File: config.mk
export PLATFORM = sky130hd
export DESIGN_NAME = alu8_flags
export DESIGN_NICKNAME = d
export VERILOG_FILES = /design/src/rtl/alu8_pkg.sv /design/src/rtl/alu8_addsub.sv /design/src/rtl/alu8_logic.sv /design/src/rtl/alu8_flagmerge.sv /design/src/rtl/alu8_flags.sv
export SDC_FILE = /design/constraint.sdc
export NUM_CORES = 1
export LEC_CHECK = 0
export BUFFER_PORTS_ARGS = -buffer_cell sky130_fd_sc_hd__buf_2
export CORE_MARGIN = 4
export CORE_UTILIZATION = 51
export DETAILED_ROUTE_END_ITERATION = 7
export HOLD_SLACK_MARGIN = 0.1
export PLACE_DENSITY = 0.86
export SLEW_MARGIN = 40
export SYNTH_ARGS = -nofsm -noshare
export SYNTH_HDL_FRONTEND = slang
export SYNTH_SLANG_ARGS = --single-unit
File: constraint.sdc
create_clock -name clk -period 7.2 [get_ports clk]
set_clock_uncertainty 0.1 [all_clocks]
set_input_delay 1.44 -clock clk [delete_from_list [all_inputs] [get_ports clk]]
set_output_delay 1.44 -clock clk [all_outputs]
set_load 0.03 [all_outputs]
File: src/rtl/alu8_pkg.sv
package alu8_pkg;

    typedef enum logic [3:0] {
        OP_ADD  = 4'd0,
        OP_ADC  = 4'd1,
        OP_SUB  = 4'd2,
        OP_SBC  = 4'd3,
        OP_INC  = 4'd4,
        OP_DEC  = 4'd5,
        OP_AND  = 4'd6,
        OP_OR   = 4'd7,
        OP_XOR  = 4'd8,
        OP_CLRM = 4'd9,
        OP_COM  = 4'd10,
        OP_NEG  = 4'd11,
        OP_CMP  = 4'd12,
        OP_CPC  = 4'd13,
        OP_TST  = 4'd14,
        OP_NONE = 4'd15
    } alu_op_e;

    typedef struct packed {
        logic h;
        logic s;
        logic v;
        logic n;
        logic z;
        logic c;
    } alu_flags_t;

    localparam int FLAG_W = $bits(alu_flags_t);

endpackage

File: src/rtl/alu8_addsub.sv
module alu8_addsub #(
    parameter int W = 8
) (
    input  logic [W-1:0] a,
    input  logic [W-1:0] b,
    input  logic         cin,
    input  logic         sub,
    output logic [W-1:0] r,
    output logic         co,
    output logic         hc,
    output logic         ov
);
    localparam int HW = W / 2;

    logic [W-1:0] bx;
    logic         cx;
    logic [W:0]   full;
    logic [HW:0]  half;

    always_comb begin
        bx   = sub ? ~b : b;
        cx   = sub ? ~cin : cin;
        full = {1'b0, a} + {1'b0, bx} + {{W{1'b0}}, cx};
        half = {1'b0, a[HW-1:0]} + {1'b0, bx[HW-1:0]} + {{HW{1'b0}}, cx};
        r    = full[W-1:0];
        // for subtraction a set carry means no borrow, so invert it
        co   = full[W] ^ sub;
        hc   = half[HW] ^ sub;
        ov   = (a[W-1] == bx[W-1]) && (full[W-1] != a[W-1]);
    end
endmodule

File: src/rtl/alu8_logic.sv
module alu8_logic
    import alu8_pkg::*;
#(
    parameter int W = 8
) (
    input  alu_op_e      op,
    input  logic [W-1:0] a,
    input  logic [W-1:0] b,
    output logic [W-1:0] r
);
    always_comb begin
        unique case (op)
            OP_AND:  r = a & b;
            OP_OR:   r = a | b;
            OP_XOR:  r = a ^ b;
            OP_CLRM: r = a & ~b;
            OP_COM:  r = ~a;
            OP_TST:  r = a & a;
            default: r = '0;
        endcase
    end
endmodule

File: src/rtl/alu8_flagmerge.sv
module alu8_flagmerge
    import alu8_pkg::*;
#(
    parameter int W = 8
) (
    input  alu_op_e      op,
    input  alu_flags_t   cur,
    input  logic [W-1:0] r,
    input  logic         co,
    input  logic         hc,
    input  logic         ov,
    output alu_flags_t   nxt
);
    logic zr;

    always_comb begin
        zr  = (r == '0);
        nxt = cur;
        unique case (op)
            OP_ADD, OP_ADC, OP_SUB, OP_NEG, OP_CMP: begin
                nxt.h = hc;
                nxt.v = ov;
                nxt.c = co;
                nxt.n = r[W-1];
                nxt.z = zr;
            end
            OP_SBC, OP_CPC: begin
                nxt.h = hc;
                nxt.v = ov;
                nxt.c = co;
                nxt.n = r[W-1];
                nxt.z = zr & cur.z;
            end
            OP_INC, OP_DEC: begin
                nxt.v = ov;
                nxt.n = r[W-1];
                nxt.z = zr;
            end
            OP_AND, OP_OR, OP_XOR, OP_CLRM, OP_COM, OP_TST: begin
                nxt.v = 1'b0;
                nxt.n = r[W-1];
                nxt.z = zr;
            end
            OP_NONE: nxt = cur;
        endcase
        if (op != OP_NONE)
            nxt.s = nxt.n ^ nxt.v;
    end
endmodule

File: src/rtl/alu8_flags.sv
module alu8_flags
    import alu8_pkg::*;
#(
    parameter int W = 8
) (
    input  logic              clk,
    input  logic              rst_n,
    input  logic              exec_en,
    input  logic [3:0]        op_sel,
    input  logic [W-1:0]      opnd_a,
    input  logic [W-1:0]      opnd_b,
    output logic [W-1:0]      result,
    output logic              wr_en,
    output logic [FLAG_W-1:0] flags_q
);
    alu_op_e    op;
    alu_flags_t flags_r;
    alu_flags_t flags_nxt;

    logic [W-1:0] as_a, as_b, as_r, lg_r;
    logic         as_cin, as_sub, as_co, as_hc, as_ov;
    logic         is_arith;

    assign op = alu_op_e'(op_sel);

    // operand steering for the shared adder/subtractor
    always_comb begin
        as_a     = opnd_a;
        as_b     = opnd_b;
        as_cin   = 1'b0;
        as_sub   = 1'b0;
        is_arith = 1'b1;
        unique case (op)
            OP_ADD:         ;
            OP_ADC:         as_cin = flags_r.c;
            OP_SUB, OP_CMP: as_sub = 1'b1;
            OP_SBC, OP_CPC: begin as_sub = 1'b1; as_cin = flags_r.c; end
            OP_INC:         as_b = {{(W-1){1'b0}}, 1'b1};
            OP_DEC:         begin as_b = {{(W-1){1'b0}}, 1'b1}; as_sub = 1'b1; end
            OP_NEG:         begin as_a = '0; as_b = opnd_a; as_sub = 1'b1; end
            default:        is_arith = 1'b0;
        endcase
    end

    alu8_addsub #(.W(W)) u_addsub (
        .a(as_a), .b(as_b), .cin(as_cin), .sub(as_sub),
        .r(as_r), .co(as_co), .hc(as_hc), .ov(as_ov)
    );

    alu8_logic #(.W(W)) u_logic (
        .op(op), .a(opnd_a), .b(opnd_b), .r(lg_r)
    );

    alu8_flagmerge #(.W(W)) u_merge (
        .op(op), .cur(flags_r), .r(result),
        .co(as_co), .hc(as_hc), .ov(as_ov), .nxt(flags_nxt)
    );

    // state register: HOLD unless strobed, else UPDATE
    always_ff @(posedge clk or negedge rst_n) begin
        if (!rst_n)
            flags_r <= '0;
        else if (exec_en)
            flags_r <= flags_nxt;
    end

    // outputs
    always_comb begin
        result  = is_arith ? as_r : lg_r;
        wr_en   = exec_en && !(op inside {OP_CMP, OP_CPC, OP_TST, OP_NONE});
        flags_q = flags_r;
    end
endmodule

# Word-level counts from Yosys, hierarchy flattened
# Index checks and enable logic that the tools add are counted.
# totals
register_bits,6
in_bits,23
output_inout_bits,15
# op_classes
add_sub_neg,4
eq_ne,18
mux,10
bitwise_logic,14
reduce_logical,17
# op_table
op,count
8-bit case mux with 6 select lines,1
4-bit equality test (second input constant),8
8-bit bitwise AND,3
8-bit two-way mux,3
8-bit NOT,3
4-bit by 3-bit equality test with 1-bit output (second input constant),4
8-bit case mux with 2 select lines,1
7-bit OR reduction,2
3-bit case mux with 4 select lines,1
6-bit OR reduction,2
8-bit by 8-bit adder with 9-bit output,1
9-bit by 1-bit adder with 9-bit output,1
9-bit OR reduction,1
4-bit by 2-bit equality test with 1-bit output (second input constant),2
8-bit logical NOT,1
8-bit bitwise OR,1
8-bit bitwise XOR,1
2-bit AND reduction,3
4-bit by 4-bit adder with 5-bit output,1
5-bit by 1-bit adder with 5-bit output,1
4-bit by 1-bit equality test with 1-bit output (second input constant),1
4-bit logical NOT,1
1-bit two-way mux,4
4-bit inequality test (second input constant),1
10 further kinds,15

# Logic depth before layout (Yosys ltp)
# Gate-level depths: netlist of run 1.
# logic_depth
depth_word,12
mapped_depth,16

# Cells and area by module
# A second synthesis of run 1 with hierarchy kept.
# hier_totals
cells_unflattened,262
hier_area_um2,2006.9
# by_module_without_submodules
module,instances,cells_each,area_each_um2,seq_area_each_um2
alu8_flags,1,99,793.3,150.1
alu8_logic,1,80,543.0,0.0
alu8_addsub,1,50,424.2,0.0
alu8_flagmerge,1,33,246.5,0.0

# Worst setup path before layout of run 1
# OpenSTA, ideal clock, no wires.
# synth_path
path_type,input-to-output
startpoint,input port op_sel[2]
endpoint,output port result[6]
arrival_ps,4541
required_time_ps,5660
slack_ps,1119
path_stages,15
path_buffers,3
cell_sequence,buf_2 > buf_2 > clkbuf_1 > o21ai_0 > nand2_1 > o21ai_0 > o21ai_0 > fa_1 > inv_1 > fa_1 > a211oi_1 > o21bai_1 > a21oi_1 > xnor2_1 > o21ai_0
# synth_between
elab_chain_cells,8
word_cells_on_any_way,32
classes_between,add/sub (2); eq/ne (14); mux (9); bitwise (2); reduce/logical (5)
# synth_lines
item,line,text
start: declaration,alu8_flags.sv:9,"input logic [3:0] op_sel,"
4-bit by 3-bit equality test with 1-bit output,alu8_flags.sv:33,unique case (op)
2-bit OR reduction (no source line),-,
8-bit case mux with 2 select lines,alu8_flags.sv:33,
8-bit NOT,alu8_addsub.sv:21,bx = sub ? ~b : b;
8-bit two-way mux,alu8_addsub.sv:21,
8-bit by 8-bit adder with 9-bit output,alu8_addsub.sv:23,"full = {1'b0, a} + {1'b0, bx} + {{W{1'b0}}, cx};"
9-bit by 1-bit adder with 9-bit output,alu8_addsub.sv:23,
8-bit two-way mux (*),alu8_flags.sv:69,result = is_arith ? as_r : lg_r;
end: declaration,alu8_flags.sv:12,"output logic [W-1:0] result,"
# Every way passes the cells marked *; elsewhere a longest branch is shown, timed or not.

# Worst setup path after layout of run 1
# layout_path
startpoint,input port op_sel[3]
endpoint,output port result[7]
# Same word-level chain as after synthesis.

==> results of run 1 <==
-- per-layer routing --
| metal | up-vias | part of all wire (%) | global-route usage, % |
|---|---|---|---|
| met5 | - | 0 | 0 |
| met4 | 0 | 3.4 | 8.27 |
| met3 | 18 | 9.2 | 3.57 |
| met2 | 127 | 47 | 38.9 |
| met1 | 1056 | 41 | 31.3 |
| li1 | 1086 | - | - |
-- final cells by class --
| cell class | instances | area, um2 | area share (%) |
|---|---|---|---|
| tap | 46 | 57.6 | 2.73 |
| multi-input combinational | 221 | 1540 | 73.0 |
| sequential | 6 | 150 | 7.11 |
| inverter | 28 | 105 | 4.98 |
| timing repair buffer | 38 | 215 | 10.2 |
| clock buffer | 3 | 41.3 | 1.96 |
-- layout by cell type, fill, tap and decap left out, drive strengths merged, types with 3 or more instances in the layout --
| cell | netlist | final |
|---|---|---|
| nor2b | 5 | 5 |
| a211o | 3 | 3 |
| nand2 | 18 | 18 |
| nor2 | 13 | 13 |
| a21oi | 27 | 27 |
| or2 | 8 | 8 |
| a31oi | 6 | 6 |
| nand3 | 13 | 13 |
| xor2 | 5 | 5 |
| xnor2 | 4 | 4 |
| dfrtp | 6 | 6 |
| clkbuf | 7 | 3 |
| nand4 | 3 | 3 |
| a221oi | 17 | 17 |
| mux2i | 4 | 4 |
| o22ai | 7 | 7 |
| inv | 27 | 27 |
| buf | 11 | 38 |
| ha | 15 | 15 |
| o21ai | 29 | 29 |
| o211ai | 4 | 4 |
-- synthesized netlist by cell type (3+ instances only) --
master,count
clkbuf_1,7
a221oi_1,15
mux2i_1,4
o22ai_1,7
o21ai_0,27
nand2_1,18
a21oi_1,27
nor2_1,13
or2_2,8
xnor2_1,4
dfrtp_1,6
inv_1,27
xor2_1,5
nand4_1,3
nor2b_1,5
o211ai_1,4
ha_1,15
a211o_1,3
buf_2,7
nand3_1,13
a31oi_1,6
-- kinds of logic (layout without fill, tap and decap cells) --
logic type / Yosys count / in the layout / synth area share (%)
AO/OA/AOI/OAI: 112 / 112 / 40.0
flip-flops: 6 / 6 / 7.98
XOR/XNOR: 9 / 9 / 4.19
buffers and inverters: 46 / 69 / 10.0
adder cells (fa/ha/maj): 17 / 17 / 12.1
AND/OR/NAND/NOR: 78 / 78 / 23.0
multiplexers: 5 / 5 / 2.73
-- power by group --
| group | switching (mW) | internal [mW] | leakage [nW] |
|---|---|---|---|
| sequential | 0.00461 | 0.0412 | 0.0770 |
| clock | 0.0149 | 0.0360 | 0.0216 |
| combinational | 0.146 | 0.0800 | 0.854 |
-- worst paths after layout --
| path | from | end | slack [ps] | depth (start not counted) |
|---|---|---|---|---|
| min in group asynchronous | rst_n | flags_q[5]$_DFFE_PN0P_ | 940 | 1 |
| max | op_sel[3] | result[7] | 600 | 13 |
| max reg2reg | flags_q[0]$_DFFE_PN0P_ | flags_q[1]$_DFFE_PN0P_ | 3690 | 12 |
| max in group asynchronous | rst_n | flags_q[2]$_DFFE_PN0P_ | 5910 | 1 |
| min | flags_q[3]$_DFFE_PN0P_ | flags_q[3]$_DFFE_PN0P_ | 370 | 2 |
| min reg2reg | flags_q[3]$_DFFE_PN0P_ | flags_q[3]$_DFFE_PN0P_ | 370 | 2 |
-- critical path, delay by kind of cell --
kind                       cells  cell delay [ps]
AOI/OAI and AO/OA              5              860
adders and majority gates      1              370
buffers and inverters          3             1080
and+or+nand+nor                4             1300
==> impl_metrics.env, run 1 <==
export IMPL_status="completed"
export IMPL_tightest_slew_ps=780
export IMPL_ys_warn_count=0
export IMPL_largest_register_ffs=6
export IMPL_syn_nets=313
export IMPL_placed_area_um2=2040
export IMPL_synth_area_um2=1880
export IMPL_fin_crit_ps=6600
export IMPL_fp_dieH_um=68.7
export IMPL_cap_viol_max_count=0
export IMPL_cts_tree="yes"
export IMPL_cp_max_fo=34
export IMPL_num_io_pins=38
export IMPL_cts_sinks=6
export IMPL_die_w_um=68.7
export IMPL_dr_total_vias=2287
export IMPL_grt_setup_unrepaired="no"
export IMPL_post_cts_buffers=0
export IMPL_synth_area_top_cells="ha_1, dfrtp_1, a21oi_1"
export IMPL_globalRouteOverflowTotal=0
export IMPL_synth_top_area_cell="ha_1"
export IMPL_clk_pin_slew_ps=40
export IMPL_drtIter0Drc=252
export IMPL_ant_nets=0
export IMPL_hold_buffers=0
export IMPL_slew_viol_final=0
export IMPL_port_buffers=37
export IMPL_dp_hpwl_um=4030
export IMPL_routedWlPerCell_um=16.1
export IMPL_max_slew_margin_rel_pct=47.9
export IMPL_fin_util_pct=61.3
export IMPL_grt_max_degree=54
export IMPL_grt_pass1_vias=1945
export IMPL_gp_congestion=0.949
export IMPL_critPathMaxStageDelay_ps=480
export IMPL_power_mw=0.322
export IMPL_cts_resized=0
export IMPL_drc=0
export IMPL_drive_gt1_share_pct=18.9
export IMPL_report_final_hold_viol_count=0
export IMPL_wl_um=5510
export IMPL_final_area_um2=2110
export IMPL_start_kind="primary input"
export IMPL_h_tree_depth=1
export IMPL_synth_edff_count=0
export IMPL_viasPerCell=6.69
export IMPL_async_reset_ff_share_pct=100
export IMPL_setup_ws_ps=604
export IMPL_max_clock_path_buffers=2
export IMPL_yosysTopAreaCellShare_pct=9.98
export IMPL_whs_ps=366
export IMPL_tns_ps=0
export IMPL_grt_pass1_wl_um=8780
export IMPL_powerDensity_nw_per_um2=153
export IMPL_crit_chain="buf_2, clkinv_1, nor2_1, a221oi_1, a21oi_1, a221oi_1, ha_1, and2_1, a221oi_1, o211ai_1, or4b_1, nand3_1, buf_2"
export IMPL_ys_ff_latch=6
export IMPL_layoutNonFillerInstCount=342
export IMPL_worstSetupPathType="primary input to output port"
export IMPL_antenna_found_initial=0
export IMPL_yosysSeqAreaShare_pct=7.98
export IMPL_n_antenna_cell=0
export IMPL_finalCritPeriodShare_pct=91.6
export IMPL_cts_buffers=3
export IMPL_postSynthCellCount=273
export IMPL_root_buffer="clkbuf_8"
export IMPL_grt_usage_pct=23.6
export IMPL_critical_path_arrival_ps=5060
export IMPL_start_util_pct=54.6
export IMPL_ys_types=58
export IMPL_fillers=315
export IMPL_slowest_stage="or4b_1"
export IMPL_end_kind="output port"
export IMPL_crit_top_cell="a221oi_1"
export IMPL_fp_row_count=21
export IMPL_core_area_um2=3440
export IMPL_die_area_um2=4720
export IMPL_max_freq_mhz=152
export IMPL_fin_nets=338
export IMPL_insertion_delay_ps=220
export IMPL_place_ws_ps=659
export IMPL_syn_to_final_growth_pct=12.2
export IMPL_dp_cells=338
export IMPL_vdd_drop_max_v=0.0000681
export IMPL_leakage_nw=0.953
export IMPL_critical_path_required_ps=5660
export IMPL_synth_flop_cell="dfrtp_1"
export IMPL_syn_area_per_cell_um2=6.89
export IMPL_setup_viol_count_final=0
export IMPL_holdCritPathClass="register to register"
export IMPL_dr_pass1_iters=6
Note: power is estimated with default switching activity, not from simulation.
==> inputs of run 2 (changes only) <==
--- a/config.mk
+++ b/config.mk
@@ -10,8 +10,9 @@
 export CORE_UTILIZATION = 51
 export DETAILED_ROUTE_END_ITERATION = 7
 export HOLD_SLACK_MARGIN = 0.1
-export PLACE_DENSITY = 0.86
+export PLACE_DENSITY = 0.85
 export SLEW_MARGIN = 40
 export SYNTH_ARGS = -nofsm -noshare
 export SYNTH_HDL_FRONTEND = slang
+export SYNTH_HIERARCHICAL = 1
 export SYNTH_SLANG_ARGS = --single-unit
==> run 2 against run 1 <==
Effect of this change: core utilization decreased by 1.3 points; count of clock-buffer cells in the layout did not move; global-route usage fell by 2.9 points; final cell count fell by 0.58%; setup slack better by 45 ps; combinational power is 27% higher; clock power barely moved; area after synthesis is 6.7% higher; first-iteration DRC count shrank 25%; fmax rose by 0.69%; sequential power up 17%; sequential share of layout area fell by 0.43 points; largest power group unchanged.
==> impl_metrics.env, run 2 <==
export IMPL_start_util_pct=53.6
export IMPL_hold_buffers=0
export IMPL_powerDensity_nw_per_um2=174
export IMPL_core_area_um2=3740
export IMPL_finalCritPeriodShare_pct=91.0
export IMPL_largest_register_ffs=6
export IMPL_die_w_um=70.7
export IMPL_grt_pass1_wl_um=8760
export IMPL_holdCritPathClass="register to register"
export IMPL_routedWlPerCell_um=15.3
export IMPL_final_cell_mix="buf_2, nor2_1, inv_1"
export IMPL_status="completed"
export IMPL_start_kind="primary input"
export IMPL_tns_ps=0
export IMPL_drc=0
export IMPL_gp_congestion=0.939
export IMPL_max_clock_path_buffers=2
export IMPL_post_cts_buffers=0
export IMPL_max_freq_mhz=153
export IMPL_postSynthCellCount=262
export IMPL_grt_pass1_vias=1918
export IMPL_viasPerCell=6.19
export IMPL_syn_area_per_cell_um2=7.66
export IMPL_worstSetupPathType="primary input to output port"
export IMPL_insertion_delay_ps=230
export IMPL_dr_pass1_iters=4
export IMPL_p_int_mw=0.198
export IMPL_ys_warn_count=6
export IMPL_p_sw_mw=0.193
export IMPL_leakage_nw=1.07
export IMPL_die_area_um2=5000
export IMPL_ant_nets=0
export IMPL_port_buffers=37
export IMPL_clk_pin_slew_ps=30
export IMPL_async_reset_ff_share_pct=100
export IMPL_cap_viol_max_count=0
export IMPL_grt_setup_unrepaired="no"
export IMPL_antenna_found_initial=0
export IMPL_syn_nets=302
export IMPL_fin_nets=334
export IMPL_cts_buffers=3
export IMPL_num_io_pins=38
export IMPL_yosysSeqAreaShare_pct=7.48
export IMPL_critical_path_required_ps=5660
export IMPL_n_antenna_cell=0
export IMPL_drtIter0Drc=190
export IMPL_synth_edff_count=0
export IMPL_fin_crit_ps=6550
export IMPL_slew_viol_final=0
export IMPL_synth_top_area_cell="ha_1"
export IMPL_cp_max_fo=30
export IMPL_drive_gt1_share_pct=22.3
export IMPL_cts_tree="yes"
export IMPL_cts_resized=0
export IMPL_yosysTopAreaCellShare_pct=9.35
export IMPL_vdd_drop_max_v=0.0000887
export IMPL_yosys_top_cells_count="nor2_1, inv_1, a21oi_1, ha_1, o21ai_0"
export IMPL_syn_to_final_growth_pct=11.9
export IMPL_yosysMostFrequentCell="nor2_1"
export IMPL_root_buffer="clkbuf_8"
export IMPL_grt_usage_pct=20.8
export IMPL_dr_total_vias=2106
export IMPL_report_final_hold_viol_count=0
export IMPL_ff2ff_setup_slack_ps=3550
export IMPL_setup_viol_count_final=0
export IMPL_pwr_share_seq_pct=13.8
export IMPL_power_frac_comb_pct=73.2
export IMPL_ys_types=59
export IMPL_swShare_pct=49.3
export IMPL_fp_dieH_um=70.7
export IMPL_synth_flop_cell="dfrtp_1"
export IMPL_synth_area_top_cells="ha_1, dfrtp_1, mux2_2"
export IMPL_grt_max_degree=31
export IMPL_globalRouteOverflowTotal=0
export IMPL_wl_um=5210
export IMPL_synth_area_um2=2010
export IMPL_end_kind="output port"
export IMPL_ys_ff_latch=6
export IMPL_cts_sinks=6
export IMPL_fp_row_count=22
export IMPL_power_frac_clock_pct=13.0
export IMPL_h_tree_depth=1
export IMPL_dp_hpwl_um=4190
export IMPL_tightest_slew_ps=569
export IMPL_critical_path_arrival_ps=5010
export IMPL_whs_ps=429
export IMPL_max_slew_margin_rel_pct=62.1
export IMPL_layout_commonest_cell="buf_2"
## run 2: power groups by stage
stage / sequential (mW) / clock (mW) / combinational [mW]
finish: 0.0538 / 0.0509 / 0.286
global route: 0.0559 / 0.0555 / 0.312
CTS: 0.0536 / 0.0526 / 0.284
detailed placement: 0.0542 / 0 / 0.283
global placement: 0.0538 / 0 / 0.276
floorplan: 0.0727 / 0 / 0.193
## run 2: worst paths after layout
path	from	to	cells after the start
min	flags_q[4]$_DFFE_PN0P_	flags_q[4]$_DFFE_PN0P_	1
max in group asynchronous	rst_n	flags_q[3]$_DFFE_PN0P_	1
max reg2reg	flags_q[0]$_DFFE_PN0P_	flags_q[1]$_DFFE_PN0P_	15
min in group asynchronous	rst_n	flags_q[2]$_DFFE_PN0P_	1
max	op_sel[2]	result[7]	15
min reg2reg	flags_q[4]$_DFFE_PN0P_	flags_q[4]$_DFFE_PN0P_	1
## run 2: area by class of cell
class                           count  area (um2)
Tap cell                           48        60.1
Timing Repair Buffer               41         215
Sequential cell                     6         150
Inverter                           21        78.8
Clock buffer                        3        41.3
Multi-Input combinational cell    221        1700
Fill cell                         355        1500
## run 2: worst max-delay path, cell delays in order
cell and delay, ps:
buf_2 460, buf_4 320, o211ai_1 140, o31ai_2 170, buf_4 270, xor2_1 250
ha_1 290, a211oi_1 270, o21bai_1 160, o22ai_1 280, xnor2_1 210, nor2b_1 80
o21ai_0 180, o221a_1 270, buf_2 220
## run 2: routing by layer
metal | track usage, % | share of wire [%] | vias up
met5 | 0 | 0 | -
met4 | 2.30 | 0.88 | 0
met3 | 3.69 | 7.4 | 5
met2 | 33.1 | 45 | 83
met1 | 30.1 | 47 | 982
li1 | - | - | 1036
## run 2: cell families (layout without fill, tap and decap cells)
family	Yosys count	count (layout)	share of synthesized area [%]
AO/OA/AOI/OAI	89	89	32.2
AND/OR/NAND/NOR	85	85	25.9
buffers and inverters	35	65	8.04
adder cells (fa/ha/maj)	17	17	11.3
XOR/XNOR	17	17	7.42
multiplexers	13	13	7.54
flip-flops	6	6	7.48
## run 2: per-stage QoR
| step | setup WS [ps] | instances | util, % | total power, mW | cell area [um2] |
|---|---|---|---|---|---|
| after floorplan | 1100 | 262 | - | 0.266 | 2010 |
| after global placement | 785 | 337 | 58.9 | 0.330 | 2200 |
| after detailed placement | 670 | 337 | 58.9 | 0.337 | 2200 |
| after CTS | 658 | 340 | 60.0 | 0.391 | 2250 |
| after global routing | 289 | 340 | 60.0 | 0.423 | 2250 |
| final | 649 | 340 | 60.0 | 0.390 | 2250 |
==> inputs of run 3 (changes only) <==
--- a/config.mk
+++ b/config.mk
@@ -6,11 +6,13 @@
 export NUM_CORES = 1
 export LEC_CHECK = 0
 export BUFFER_PORTS_ARGS = -buffer_cell sky130_fd_sc_hd__buf_2
+export CELL_PAD_IN_SITES_DETAIL_PLACEMENT = 0
+export CELL_PAD_IN_SITES_GLOBAL_PLACEMENT = 2
 export CORE_MARGIN = 4
-export CORE_UTILIZATION = 51
+export CORE_UTILIZATION = 35
 export DETAILED_ROUTE_END_ITERATION = 7
 export HOLD_SLACK_MARGIN = 0.1
-export PLACE_DENSITY = 0.85
+export PLACE_DENSITY = 0.95
 export SLEW_MARGIN = 40
 export SYNTH_ARGS = -nofsm -noshare
 export SYNTH_HDL_FRONTEND = slang
==> run 3 against run 2 <==
Effect of this change: count of clock-buffer cells in the layout unchanged; die area rose by 40%; highest routed layer unchanged; global-route usage shrank 5.3 points; design area rose by 1.7%; flip-flop and latch count unchanged; largest cell class unchanged.
==> impl_metrics.env, run 3 (synthesized netlist as in run 2, its figures left out) <==
export IMPL_status="completed"
export IMPL_setup_viol_count_final=0
export IMPL_multi_input_area_um2=1700
export IMPL_max_slew_margin_rel_pct=64.0
export IMPL_dr_total_vias=2048
export IMPL_routedWlPerCell_um=15.2
export IMPL_report_final_hold_viol_count=0
export IMPL_leakage_nw=1.08
export IMPL_gp_congestion=0.833
export IMPL_globalRouteOverflowTotal=0
export IMPL_cts_tree="yes"
export IMPL_cp_max_fo=22
export IMPL_drc=0
export IMPL_ant_nets=0
export IMPL_grt_usage_pct=15.5
export IMPL_whs_ps=432
export IMPL_ff_latch_area_um2=150
export IMPL_drive_gt1_share_pct=22.5
export IMPL_finalCritPeriodShare_pct=88.8
export IMPL_n_antenna_cell=0
export IMPL_syn_to_final_growth_pct=13.8
export IMPL_dp_cells=362
export IMPL_worstSetupPathType="primary input to output port"
export IMPL_cts_buffers=3
export IMPL_critical_path_required_ps=5660
export IMPL_cts_resized=0
export IMPL_layout_commonest_cell="buf_2"
export IMPL_wl_um=5540
export IMPL_holdCritPathClass="register to register"
export IMPL_tns_ps=0
export IMPL_hold_buffers=0
export IMPL_die_w_um=83.7
export IMPL_critPathMaxStageDelay_ps=470
export IMPL_port_buffers=37
export IMPL_largest_register_ffs=6
export IMPL_grt_max_degree=32
export IMPL_critical_path_arrival_ps=4850
export IMPL_grt_pass1_vias=1884
export IMPL_grt_pass1_wl_um=9350
export IMPL_drtIter0Drc=128
export IMPL_fp_dieH_um=83.7
export IMPL_place_ws_ps=798
export IMPL_root_buffer="clkbuf_8"
export IMPL_setup_ws_ps=809
export IMPL_fp_row_count=27
export IMPL_h_tree_depth=1
export IMPL_cts_sinks=6
export IMPL_powerDensity_nw_per_um2=170
export IMPL_dr_pass1_iters=5
export IMPL_viasPerCell=5.61
export IMPL_tightest_slew_ps=537
export IMPL_antenna_found_initial=0
export IMPL_final_cell_mix="buf_2, nor2_1, inv_1"
export IMPL_end_kind="output port"
export IMPL_fillers=599
export IMPL_fin_util_pct=41.2
export IMPL_die_area_um2=7010
export IMPL_start_util_pct=36.2
export IMPL_met3_length_um=380
export IMPL_start_kind="primary input"
export IMPL_vdd_drop_max_v=0.000109
export IMPL_num_io_pins=38
export IMPL_dr_wl_met2_um=2410
export IMPL_core_area_um2=5540
export IMPL_power_mw=0.388
export IMPL_placed_area_um2=2240
export IMPL_insertion_delay_ps=220
export IMPL_final_area_um2=2280
export IMPL_grt_setup_unrepaired="no"
export IMPL_fin_crit_ps=6390
export IMPL_crit_chain="buf_2, nand2b_1, a21o_1, o221ai_1, xor2_1, fa_1, fa_1, a211oi_1, o21bai_1, a21oi_1, xnor2_1, nor2b_1, o21ai_0, o221a_1, buf_2"
export IMPL_met1_length_um=2720
export IMPL_clk_pin_slew_ps=40
export IMPL_post_cts_buffers=0
export IMPL_top_layer="met4"
export IMPL_dp_hpwl_um=4480
export IMPL_max_clock_path_buffers=2
export IMPL_slowest_stage="fa_1"
export IMPL_fin_nets=335
export IMPL_slew_viol_final=0
export IMPL_max_freq_mhz=156
export IMPL_cap_viol_max_count=0
export IMPL_layoutNonFillerInstCount=365
## run 3: cell count changes in the layout (fill, tap and decap cells not counted), sizes merged
| cell | before | now |
|---|---|---|
| buf | 41 | 42 |
## run 3: final timing paths
path                                        startpoint                endpoint  slack, ps  cells past startpoint
worst max-delay path                         op_sel[3]               result[6]        810                     15
worst min-delay path            flags_q[1]$_DFFE_PN0P_  flags_q[1]$_DFFE_PN0P_        430                      1
worst max register to register  flags_q[0]$_DFFE_PN0P_  flags_q[1]$_DFFE_PN0P_       3510                     15
worst min register to register  flags_q[1]$_DFFE_PN0P_  flags_q[1]$_DFFE_PN0P_        430                      1
max in group asynchronous                        rst_n  flags_q[2]$_DFFE_PN0P_       5920                      1
min in group asynchronous                        rst_n  flags_q[4]$_DFFE_PN0P_        940                      1
## run 3: layer usage
layer | track usage [%] | vias to the layer above
met5 | 0 | -
met4 | 1.75 | 0
met3 | 2.47 | 2
met2 | 23.3 | 69
met1 | 23.7 | 935
li1 | - | 1042
## run 3: critical path, delay by kind of cell
| family | cells | cell delay (ps) |
|---|---|---|
| and+or+nand+nor | 2 | 370 |
| adders and majority gates | 2 | 920 |
| buffers and inverters | 2 | 520 |
| AOI/OAI and AO/OA | 7 | 1230 |
| xor gates and xnor gates | 2 | 360 |
## run 3: layout make-up
cell class / instances / area share [%]
timing repair buffer: 42 / 9.75
inverter: 21 / 3.45
clock buffer: 3 / 1.81
tap: 72 / 3.95
multi-input combinational: 221 / 74.5
sequential: 6 / 6.58
## run 3: where the power goes
part           total, mW  internal [mW]  switching, mW
Combinational      0.284          0.118          0.166
Clock             0.0497         0.0359         0.0138
Sequential        0.0536         0.0439        0.00970
